<file path="config.mk">
export PLATFORM = sky130hd
export DESIGN_NAME = cs_region_decoder
export DESIGN_NICKNAME = d
export VERILOG_FILES = /design/src/rtl/csr_dec_pkg.sv /design/src/rtl/csr_cfg_bank.sv /design/src/rtl/csr_region_match.sv /design/src/rtl/csr_lowest_pick.sv /design/src/rtl/cs_region_decoder.sv
export SDC_FILE = /design/constraint.sdc
export NUM_CORES = 1
export LEC_CHECK = 0
export BUFFER_PORTS_ARGS = -buffer_cell sky130_fd_sc_hd__buf_2
export CAP_MARGIN = 40
export CORE_ASPECT_RATIO = 1.5
export CORE_UTILIZATION = 45
export CTS_BUF_LIST = sky130_fd_sc_hd__clkbuf_16
export DETAILED_ROUTE_END_ITERATION = 12
export PLACE_DENSITY_LB_ADDON = 0.2
export RECOVER_POWER = 50
export SLEW_MARGIN = 15
export SYNTH_ARGS = -nofsm -noshare
export SYNTH_HDL_FRONTEND = slang
export SYNTH_SLANG_ARGS = --single-unit
</file>
<file path="constraint.sdc">
create_clock -name clk -period 4.1 [get_ports clk]
set_input_delay 1.23 -clock clk [delete_from_list [all_inputs] [get_ports clk]]
set_output_delay 1.23 -clock clk [all_outputs]
set_load 0.02 [all_outputs]
</file>
<file path="src/rtl/csr_dec_pkg.sv">
package csr_dec_pkg;

    localparam int BASE_W       = 6;
    localparam int MASK_W       = 4;
    localparam int REGION_SHIFT = 24;
    localparam int WORD_W       = 32;
    localparam logic [WORD_W-1:0] CFG_KEEP = 32'h0000_0F7F;

    typedef struct packed {
        logic [MASK_W-1:0] mask;
        logic              valid;
        logic [BASE_W-1:0] base;
    } region_cfg_t;

    function automatic region_cfg_t cfg_from_word(logic [WORD_W-1:0] w);
        region_cfg_t c;
        c.base  = w[BASE_W-1:0];
        c.valid = w[6];
        c.mask  = w[8 +: MASK_W];
        return c;
    endfunction

    function automatic logic [WORD_W-1:0] word_from_cfg(region_cfg_t c);
        logic [WORD_W-1:0] w;
        w = '0;
        w[BASE_W-1:0]  = c.base;
        w[6]           = c.valid;
        w[8 +: MASK_W] = c.mask;
        return w;
    endfunction

    // only contiguous-from-top masks describe a power-of-two window
    function automatic logic mask_allowed(logic [MASK_W-1:0] m);
        logic ok;
        case (m)
            4'h8, 4'hC, 4'hE, 4'hF: ok = 1'b1;
            default:                ok = 1'b0;
        endcase
        return ok;
    endfunction

    // base width caps it below 0x40; alignment is checked on the low nibble
    function automatic logic pair_legal(logic [BASE_W-1:0] b, logic [MASK_W-1:0] m);
        return mask_allowed(m) && ((b[MASK_W-1:0] & ~m) == '0);
    endfunction

    function automatic region_cfg_t reset_cfg(int idx);
        region_cfg_t c;
        c.base  = '0;
        c.mask  = '1;
        c.valid = (idx == 0);
        return c;
    endfunction

endpackage

</file>
<file path="src/rtl/csr_cfg_bank.sv">
module csr_cfg_bank
    import csr_dec_pkg::*;
#(
    parameter int NUM_REGIONS = 8,
    parameter int IDX_W       = 3
) (
    input  logic                                 clk,
    input  logic                                 rst,
    input  logic                                 we,
    input  logic [IDX_W-1:0]                     wsel,
    input  logic [WORD_W-1:0]                    wdata,
    input  logic [IDX_W-1:0]                     rsel,
    output logic [WORD_W-1:0]                    rdata,
    output region_cfg_t [NUM_REGIONS-1:0]        cfg,
    output logic [NUM_REGIONS-1:0]               pulse
);

    region_cfg_t incoming;
    assign incoming = cfg_from_word(wdata & CFG_KEEP);

    for (genvar g = 0; g < NUM_REGIONS; g++) begin : g_reg
        region_cfg_t cfg_q;
        logic        pulse_q;
        logic        sel_here;

        assign sel_here = we && (wsel == IDX_W'(g));

        always_ff @(posedge clk) begin
            if (rst) begin
                cfg_q   <= reset_cfg(g);
                pulse_q <= 1'b0;
            end else begin
                pulse_q <= 1'b0;
                if (sel_here) begin
                    cfg_q   <= incoming;
                    pulse_q <= (incoming != cfg_q);
                end
            end
        end

        assign cfg[g]   = cfg_q;
        assign pulse[g] = pulse_q;
    end

    always_comb begin
        rdata = '0;
        for (int i = 0; i < NUM_REGIONS; i++) begin
            if (rsel == IDX_W'(i)) begin
                rdata = word_from_cfg(cfg[i]);
            end
        end
    end

endmodule

</file>
<file path="src/rtl/csr_region_match.sv">
module csr_region_match
    import csr_dec_pkg::*;
#(
    parameter int ADDR_W = 32
) (
    input  region_cfg_t         cfg,
    input  logic [ADDR_W-1:0]   addr,
    output logic                hit,
    output logic [ADDR_W-1:0]   offset
);

    localparam int TOP_W = ADDR_W - REGION_SHIFT;

    logic [TOP_W-1:0] top;
    logic [TOP_W-1:0] base_ext;
    logic [TOP_W-1:0] cmp_mask;
    logic             legal;

    assign top      = addr[ADDR_W-1:REGION_SHIFT];
    assign base_ext = TOP_W'(cfg.base);
    assign cmp_mask = {{(TOP_W-MASK_W){1'b1}}, cfg.mask};
    assign legal    = pair_legal(cfg.base, cfg.mask);

    assign hit = cfg.valid && legal && (((top ^ base_ext) & cmp_mask) == '0);

    always_comb begin
        if (hit) begin
            offset = {top & ~cmp_mask, addr[REGION_SHIFT-1:0]};
        end else begin
            offset = '0;
        end
    end

endmodule

</file>
<file path="src/rtl/csr_lowest_pick.sv">
module csr_lowest_pick #(
    parameter int NUM_REGIONS = 8,
    parameter int ADDR_W      = 32
) (
    input  logic [NUM_REGIONS-1:0]             hits,
    input  logic [NUM_REGIONS-1:0][ADDR_W-1:0] offsets,
    output logic [NUM_REGIONS-1:0]             sel,
    output logic                               any,
    output logic [ADDR_W-1:0]                  offset
);

    // isolate the least significant set bit
    assign sel = hits & (~hits + NUM_REGIONS'(1));
    assign any = |hits;

    always_comb begin
        offset = '0;
        for (int i = 0; i < NUM_REGIONS; i++) begin
            offset = offset | (offsets[i] & {ADDR_W{sel[i]}});
        end
    end

endmodule

</file>
<file path="src/rtl/cs_region_decoder.sv">
module cs_region_decoder
    import csr_dec_pkg::*;
#(
    parameter int NUM_REGIONS = 8,
    parameter int ADDR_W      = 32,
    localparam int IDX_W      = $clog2(NUM_REGIONS)
) (
    input  logic                    clk,
    input  logic                    rst,
    input  logic                    cfg_we,
    input  logic [IDX_W-1:0]        cfg_wsel,
    input  logic [WORD_W-1:0]       cfg_wdata,
    input  logic [IDX_W-1:0]        cfg_rsel,
    output logic [WORD_W-1:0]       cfg_rdata,
    input  logic [ADDR_W-1:0]       addr,
    output logic [NUM_REGIONS-1:0]  cs_sel,
    output logic                    cs_hit,
    output logic [ADDR_W-1:0]       cs_offset,
    output logic [NUM_REGIONS-1:0]  remap_pulse
);

    region_cfg_t [NUM_REGIONS-1:0]        cfg;
    logic [NUM_REGIONS-1:0]               hits;
    logic [NUM_REGIONS-1:0][ADDR_W-1:0]   offsets;

    csr_cfg_bank #(
        .NUM_REGIONS(NUM_REGIONS),
        .IDX_W      (IDX_W)
    ) u_bank (
        .clk  (clk),
        .rst  (rst),
        .we   (cfg_we),
        .wsel (cfg_wsel),
        .wdata(cfg_wdata),
        .rsel (cfg_rsel),
        .rdata(cfg_rdata),
        .cfg  (cfg),
        .pulse(remap_pulse)
    );

    for (genvar g = 0; g < NUM_REGIONS; g++) begin : g_match
        csr_region_match #(
            .ADDR_W(ADDR_W)
        ) u_match (
            .cfg   (cfg[g]),
            .addr  (addr),
            .hit   (hits[g]),
            .offset(offsets[g])
        );
    end

    csr_lowest_pick #(
        .NUM_REGIONS(NUM_REGIONS),
        .ADDR_W     (ADDR_W)
    ) u_pick (
        .hits   (hits),
        .offsets(offsets),
        .sel    (cs_sel),
        .any    (cs_hit),
        .offset (cs_offset)
    );

endmodule

</file>
==> impl_results.md, run 1 <==
- Total power: about 2.3 mW
- Worst Tran Pin Value: 1.49 ns
- CP bufs+invs: 2
- Worst Hold Class: flop to flop
- Pleak: between 3 and 4 nW
- Critical path arrival: 3.24 ns
- Final Cell Area: between 9000 and 10000 µm²
- Crit path depth: 8
- Initial core utilization: a little under half
- Place WS: -0.587 ns
- Most common cell in the netlist: nand2_1
- Synthesis-to-layout area growth: 28.9%
- DR vias: roughly 7000
- Failing checks: capacitance limit, setup timing
- Synth Cell Area: just over 7000 µm²
- Final worst slack: -0.368 ns
- Reg2reg end: u_bank.g_reg[3].pulse_q
- Crit path cell chain: buf_8 > nand4bb_4 > or4b_4 > or4_1 > nor3_2 > o31ai_2 > a31oi_2 > buf_4
- Die H: approximately 160 µm
- Largest net degree at the start of global routing: between 50 and 60
- Drt total wl: approximately 25 mm
- VDD IR max: around 0.22 mV
- Post-route setup TNS: -9.52 ns
- Critical path capture point type: primary output
- Synth warn: 0
- FF-to-FF Start: u_bank.cfg[42]
- Hold path cells: 2
- DR WL/cell: approximately 21 µm
- Cell accounting for the most synthesized area: dfxtp_1
- Slowest cell delay on critical path: just under 0.6 ns
- Crit-path max FO: 4
- Number of global-route vias before repair: approximately 6800
- Top-level port count: about 150
- Min cycle time layout: around 4.5 ns
- Chip Width: about 100 µm
- Site Rows: 55
- First-pass GRT wire length: ~37 mm
- Total track usage: between 30% and 40%
- R2R depth: 4
- Share of cells above drive strength 1: a little under 30%
- Drt first pass iters: 5
- Most frequent cells after synthesis: 196 x nand2_1, 106 x xnor2_1, 96 x dfxtp_1, 61 x a21oi_1, 58 x clkbuf_1
- Post-synth EDFFs: 0
- HPWL after detailed placement: 17.6 mm
- Worst reg-to-reg setup slack: 2.70 ns
- Port bufs: roughly 110
- Seq cells post-synth: 96
- Placed cells: about 1200
- Slew margin rel.: less than 1%
- Post-synth cell types: 70
- Antenna viol nets, final: 0
- CTS Buffer Depth: 2
- Syn Inst Count: between 800 and 900
- Hold Buf Count CTS: 0
- N_diodes: 0
- Clk_lat worst skew: 0.36 ns
- Max-cap violations: 1
- Pwr dens: around 260 nW/µm²
- Crit path required time: between 2 and 3 ns
- Highest achievable clock rate: about 0.22 GHz
- Final Setup Violations: 33
- Crit path to: cs_offset[24]
- Final non-filler cell total: 1200
- Ranking of synthesized cells by area: dfxtp_1 27%, xnor2_1 13%, nand2_1 10%
- Final core occ: between 50% and 60%
- Die ar.: 16300 µm²
- Total CTS buffers: 9
- Cell family with most CP delay: simple AND/OR/NAND/NOR gates
- Clk sinks: 96
- Fin nets: between 1000 and 1500
- Grt total ovfl: 0
- RSZ-0062 raised after global routing: true
- H-tree levels: 3
- Sequential element share of the synthesized area: between 20 and 30%
- Status: finished, violations left
- Slew Viols, Final: 0
- Worst Hold Margin: 0.523 ns
- Core area: approximately 15000 µm²
- CTS tree: built
- Root Buffer: clkbuf_16
- Async set or reset register ratio after synthesis: 0%
- Cell area after placement: 8150 µm²
- Remaining DRCs: 0
- Final Hold Viols: 0
- Gpl congestion: ~0.95
- Tcrit/Tclk final: 109%
- Critical Path Source Type: input pin
- Routed vias/inst: around 5.8
- Most used DFF post-synth: dfxtp_1
- Crit Path Category: input pin to primary output
- Clock-pin slew on the worst setup and hold paths: 0.07 ns
- Mean Syn Cell Area: between 8 and 9 µm²
- Initial antenna violation count: 0
- Final Skew: between 0.01 and 0.015 ns
- Critical path origin: addr[30]
- Slowest stage cell, crit path: or4b_4
- Detailed Route Iter0 Violations: 420
- Share of the synthesized area in the top cell type: between 20% and 30%
[flip-flops by register name, indices dropped and copies added, names as in the netlist]
| register | cells |
|---|---|
| u_bank.g.pulse_q | 8 |
| u_bank.cfg | 88 |
[layer usage]
layer,wire (µm),track usage [%],vias to the layer above
met4,1560,19.9,0
met5,0,0,-
met1,8950,31.3,3313
met2,12800,55.5,346
li1,-,-,3213
met3,1700,4.85,99
[worst min-delay path by stage]
stage	start	to	slack, ns
after global routing	u_bank.cfg[72]	u_bank.cfg[72]	0.54
after CTS	u_bank.cfg[50]	u_bank.cfg[50]	0.51
after floorplan	u_bank.cfg[72]	u_bank.cfg[72]	0.47
after detailed placement	u_bank.cfg[50]	u_bank.cfg[50]	0.50
after global placement	u_bank.cfg[50]	u_bank.cfg[50]	0.49
final	u_bank.cfg[58]	u_bank.cfg[58]	0.52
[cells in the final DEF (no fill, tap or decap), types with 3 or more instances in the layout]
| cell type | instances |
|---|---|
| inv_1 | 5 |
| a2111oi_4 | 3 |
| nand2_1 | 194 |
| clkbuf_1 | 11 |
| clkbuf_16 | 10 |
| nand4b_1 | 3 |
| mux2_2 | 11 |
| nor2b_1 | 5 |
| buf_4 | 73 |
| mux4_2 | 22 |
| nand3b_1 | 33 |
| nand3_1 | 18 |
| nor2_1 | 22 |
| a21boi_4 | 19 |
| a21boi_2 | 6 |
| o21ai_1 | 3 |
| buf_2 | 55 |
| a21oi_1 | 59 |
| nand2b_1 | 7 |
| a31oi_2 | 3 |
| buf_16 | 3 |
| dfxtp_1 | 96 |
| xor2_1 | 23 |
| buf_12 | 5 |
| buf_6 | 34 |
| or4_1 | 3 |
| conb_1 | 26 |
| a21o_1 | 3 |
| nor3_1 | 29 |
| nand4_1 | 28 |
| o31ai_2 | 3 |
| xnor2_1 | 104 |
[timing repair]
item                       CTS  global route
pin swaps                   25            15
hold endpoints to repair     0             0
setup endpoints to repair   34            34
gates resized for setup     98            38
setup buffers                5             7
gates cloned                 3             1
[where the power goes]
| part | internal [mW] | total, mW | switching (mW) | leakage [nW] |
|---|---|---|---|---|
| sequential | 0.956 | 0.999 | 0.0429 | 0.779 |
| combinational | 0.203 | 0.463 | 0.260 | 2.56 |
| clock | 0.437 | 0.876 | 0.439 | 0.150 |
[cell type report]
type / instances / area, µm²
flip-flops and latches: 96 / 1920
multi-input cells: 698 / 5170
clock buffers: 9 / 225
well taps: 199 / 249
fillers: 1385 / 6110
repair buffers: 185 / 1490
inverters: 6 / 22.5
clock inverters: 7 / 81.3
[kinds of logic (layout without fill, tap and decap cells)]
family,Yosys count,count (layout),share of synthesized area [%]
flops,96,96,27.0
other cells,1,26,0.0527
mux,33,33,8.71
xor+xnor,131,131,16.2
simple gates,381,381,26.9
compound gates,127,127,12.4
buf+inv,118,207,8.73
[tightest hold or removal path, delay by kind of cell (launching register included)]
family	cells	cell delay, ns
AOI/OAI and AO/OA	1	0.05
DFF	1	0.36
and+or+nand+nor	1	0.07
Note: power is estimated with default switching activity, not from simulation.
==> inputs of run 2 (changes only) <==
==> constraint.sdc (replaced) <==
create_clock -name clk -period 5.48 [get_ports clk]
set_input_delay 1.644 -clock clk [delete_from_list [all_inputs] [get_ports clk]]
set_output_delay 1.644 -clock clk [all_outputs]
set_load 0.02 [all_outputs]
==> run 2 against run 1 <==
  * The run now ends clean
  * Hold slack worse by 0.015 ns
  * Routed wire length fell by 5.2%
  * Sequential share of layout area increased by 3.1 points
  * Final area down 13%
  * Global-route usage fell by 0.89 points
  * Final cell count decreased by 4.3%
  * First-iteration DRC count is 6.7% higher
  * Core utilization decreased by 7.7 points
  * Clock power shrank 23%
  * Via count down 3.8%
  * Critical path depth did not move
  * Die area unchanged
  * Critical endpoint is now cs_offset[25]
  * Highest routed layer unchanged
==> impl_results.md, run 2 (synthesis results as in run 1) <==
- Slowest cell delay on critical path: 0.60 ns (+0.02 ns)
- Final Hold Viols: 0 (unchanged)
- Slowest stage cell, crit path: or4b_4
- Crit path cell chain: buf_2 > nand4bb_1 > or4b_4 > or4_1 > nor3_1 > o31ai_1 > a31oi_1 > buf_2
- Total CTS buffers: 9 (unchanged)
- Max-cap violations: 0 (-1)
- R2R depth: 4 (unchanged)
- Clk sinks: 96 (unchanged)
- Root Buffer: clkbuf_16
- Clk_lat worst skew: 0.35 ns (about the same)
- Crit Path Category: input pin to primary output
- HPWL after detailed placement: 17.2 mm (-2.2%)
- DR WL/cell: 20.6 µm (-1.0%)
- Critical path arrival: 3.76 ns (+0.52 ns)
- Cell family with most CP delay: simple AND/OR/NAND/NOR gates
- Final worst slack: 0.0761 ns (+0.444 ns)
- First-pass GRT wire length: 36.0 mm (-3.1%)
- Fin nets: 1018 (-4.8%)
- Chip Width: 105 µm (unchanged)
- Drt total wl: 23.7 mm (-5.2%)
- Crit path depth: 8 (unchanged)
- Core area: 15300 µm² (unchanged)
- Total track usage: 29.2% (-0.89 points)
- Pleak: 3.02 nW (-14%)
- Worst Hold Margin: 0.508 ns (-0.0150 ns)
- Initial antenna violation count: 0 (unchanged)
- Highest achievable clock rate: between 0.15 and 0.2 GHz
- CTS Buffer Depth: 2 (unchanged)
- Critical path capture point type: primary output
- VDD IR max: 0.138 mV (-37%)
- Crit path required time: 3.84 ns (+0.97 ns)
- Antenna viol nets, final: 0 (unchanged)
- Max reg flops: 88 (unchanged)
- Commonest cells after routing, fill and taps aside: 196 x nand2_1, 106 x xnor2_1, 96 x dfxtp_1
- Worst Hold Class: flop to flop
- Cell area after placement: 7600 µm² (-6.7%)
- Initial core utilization: 46.5% (unchanged)
- Worst reg-to-reg setup slack: 4.14 ns (+1.44 ns)
- DR vias: 6704 (-3.8%)
- Number of global-route vias before repair: 6412 (-5.2%)
- Pwr dens: 216 nW/µm² (-15%)
- Synthesis-to-layout area growth: 12.4%
- Share of cells above drive strength 1: 21.3% (-8.3 points)
- Reg2reg end: u_bank.g_reg[3].pulse_q
- Gpl congestion: 0.905 (-5.1%)
- Top-level port count: 154 (unchanged)
- Grt total ovfl: 0 (unchanged)
- Drt first pass iters: 6 (+1)
- CP most frequent cell: buf_2
- Hold Buf Count CTS: 0 (unchanged)
- Final Cell Area: 7990 µm² (-13%)
- Final non-filler cell total: 1149 (-4.3%)
- Worst Tran Pin Value: 1.36 ns (-0.129 ns)
- Status: finished clean
- Largest net degree at the start of global routing: 47 (-7.8%)
- H-tree levels: 3 (unchanged)
- Final Setup Violations: 0 (-100%)
- Slew margin rel.: 9.00% (+8.6 points)
- Port bufs: 106 (unchanged)
- Crit path to: cs_offset[25]
- Clock-pin slew on the worst setup and hold paths: 0.07 ns (about the same)
- Critical path origin: addr[30]
- Placed cells: 1131 (-3.3%)
- Commonest non-fill, non-tap cell in the layout: nand2_1
- FF-to-FF Start: u_bank.cfg[41]
- Site Rows: 55 (unchanged)
- Crit-path max FO: 4 (unchanged)
- Remaining DRCs: 0 (unchanged)
- Detailed Route Iter0 Violations: 448 (+6.7%)
- Tcrit/Tclk final: 98.6%
- Critical Path Source Type: input pin
- Die ar.: 16300 µm² (unchanged)
- Post-route setup TNS: 0 ns (+9.52 ns)
- CTS tree: built
- CP bufs+invs: 2 (unchanged)
- N_diodes: 0 (unchanged)
- Min cycle time layout: about 5.4 ns
- Slew Viols, Final: 0 (unchanged)
- Routed vias/inst: 5.83 (+0.44%)
- Place WS: -0.0457 ns (+0.541 ns)
- Die H: 156 µm (unchanged)
- Final Skew: 0.00683 ns (-0.00467 ns)
run 2: layout make-up:
| class | count | area [µm²] |
|---|---|---|
| well taps | 199 | 249 |
| clock inverters | 7 | 87.6 |
| fillers | 1474 | 7290 |
| multi-input cells | 698 | 4730 |
| flip-flops and latches | 96 | 1920 |
| inverters | 6 | 22.5 |
| repair buffers | 134 | 756 |
| clock buffers | 9 | 225 |
run 2: power by group:
part	switching (mW)	total (mW)	internal, mW	leakage, nW
registers	0.0354	0.751	0.715	0.779
logic	0.177	0.297	0.120	2.08
clock network	0.312	0.677	0.365	0.154
total	0.524	1.72	1.20	3.02
run 2: timing repair:
item	CTS	global route
endpoints found under the setup margin	9	28
buffers inserted	0	1
gates resized for setup	3	11
pin swaps	0	5
run 2: tightest hold or removal path, cell delays in order (launching register included):
cell and delay [ns]:
dfxtp_1 0.35, nand2_1 0.06, a21oi_1 0.05
run 2: metal layers:
metal / vias up / global-route usage, % / wire length [µm]
met3: 106 / 3.59 / 1440
li1: 3091 / - / -
met4: 0 / 19.7 / 1650
met1: 3174 / 31.8 / 8830
met2: 333 / 52.8 / 11800
met5: - / 0 / 0
run 2: per-stage QoR:
| step | utilization, % | power, mW |
|---|---|---|
| final | 52.3 | 1.72 |
| after detailed placement | 49.8 | 1.06 |
| after global placement | 49.5 | 1.05 |
| after floorplan | - | 0.984 |
| after global routing | 52.3 | 1.78 |
| after CTS | 51.9 | 1.72 |
run 2: worst min path at each step:
stage,startpoint,endpoint,slack [ns],cells past startpoint
after floorplan,u_bank.cfg[72],u_bank.cfg[72],0.47,2
after global placement,u_bank.cfg[72],u_bank.cfg[72],0.49,2
after detailed placement,u_bank.cfg[50],u_bank.cfg[50],0.49,2
after CTS,u_bank.cfg[50],u_bank.cfg[50],0.50,2
after global routing,u_bank.cfg[72],u_bank.cfg[72],0.54,2
final,u_bank.cfg[50],u_bank.cfg[50],0.51,2
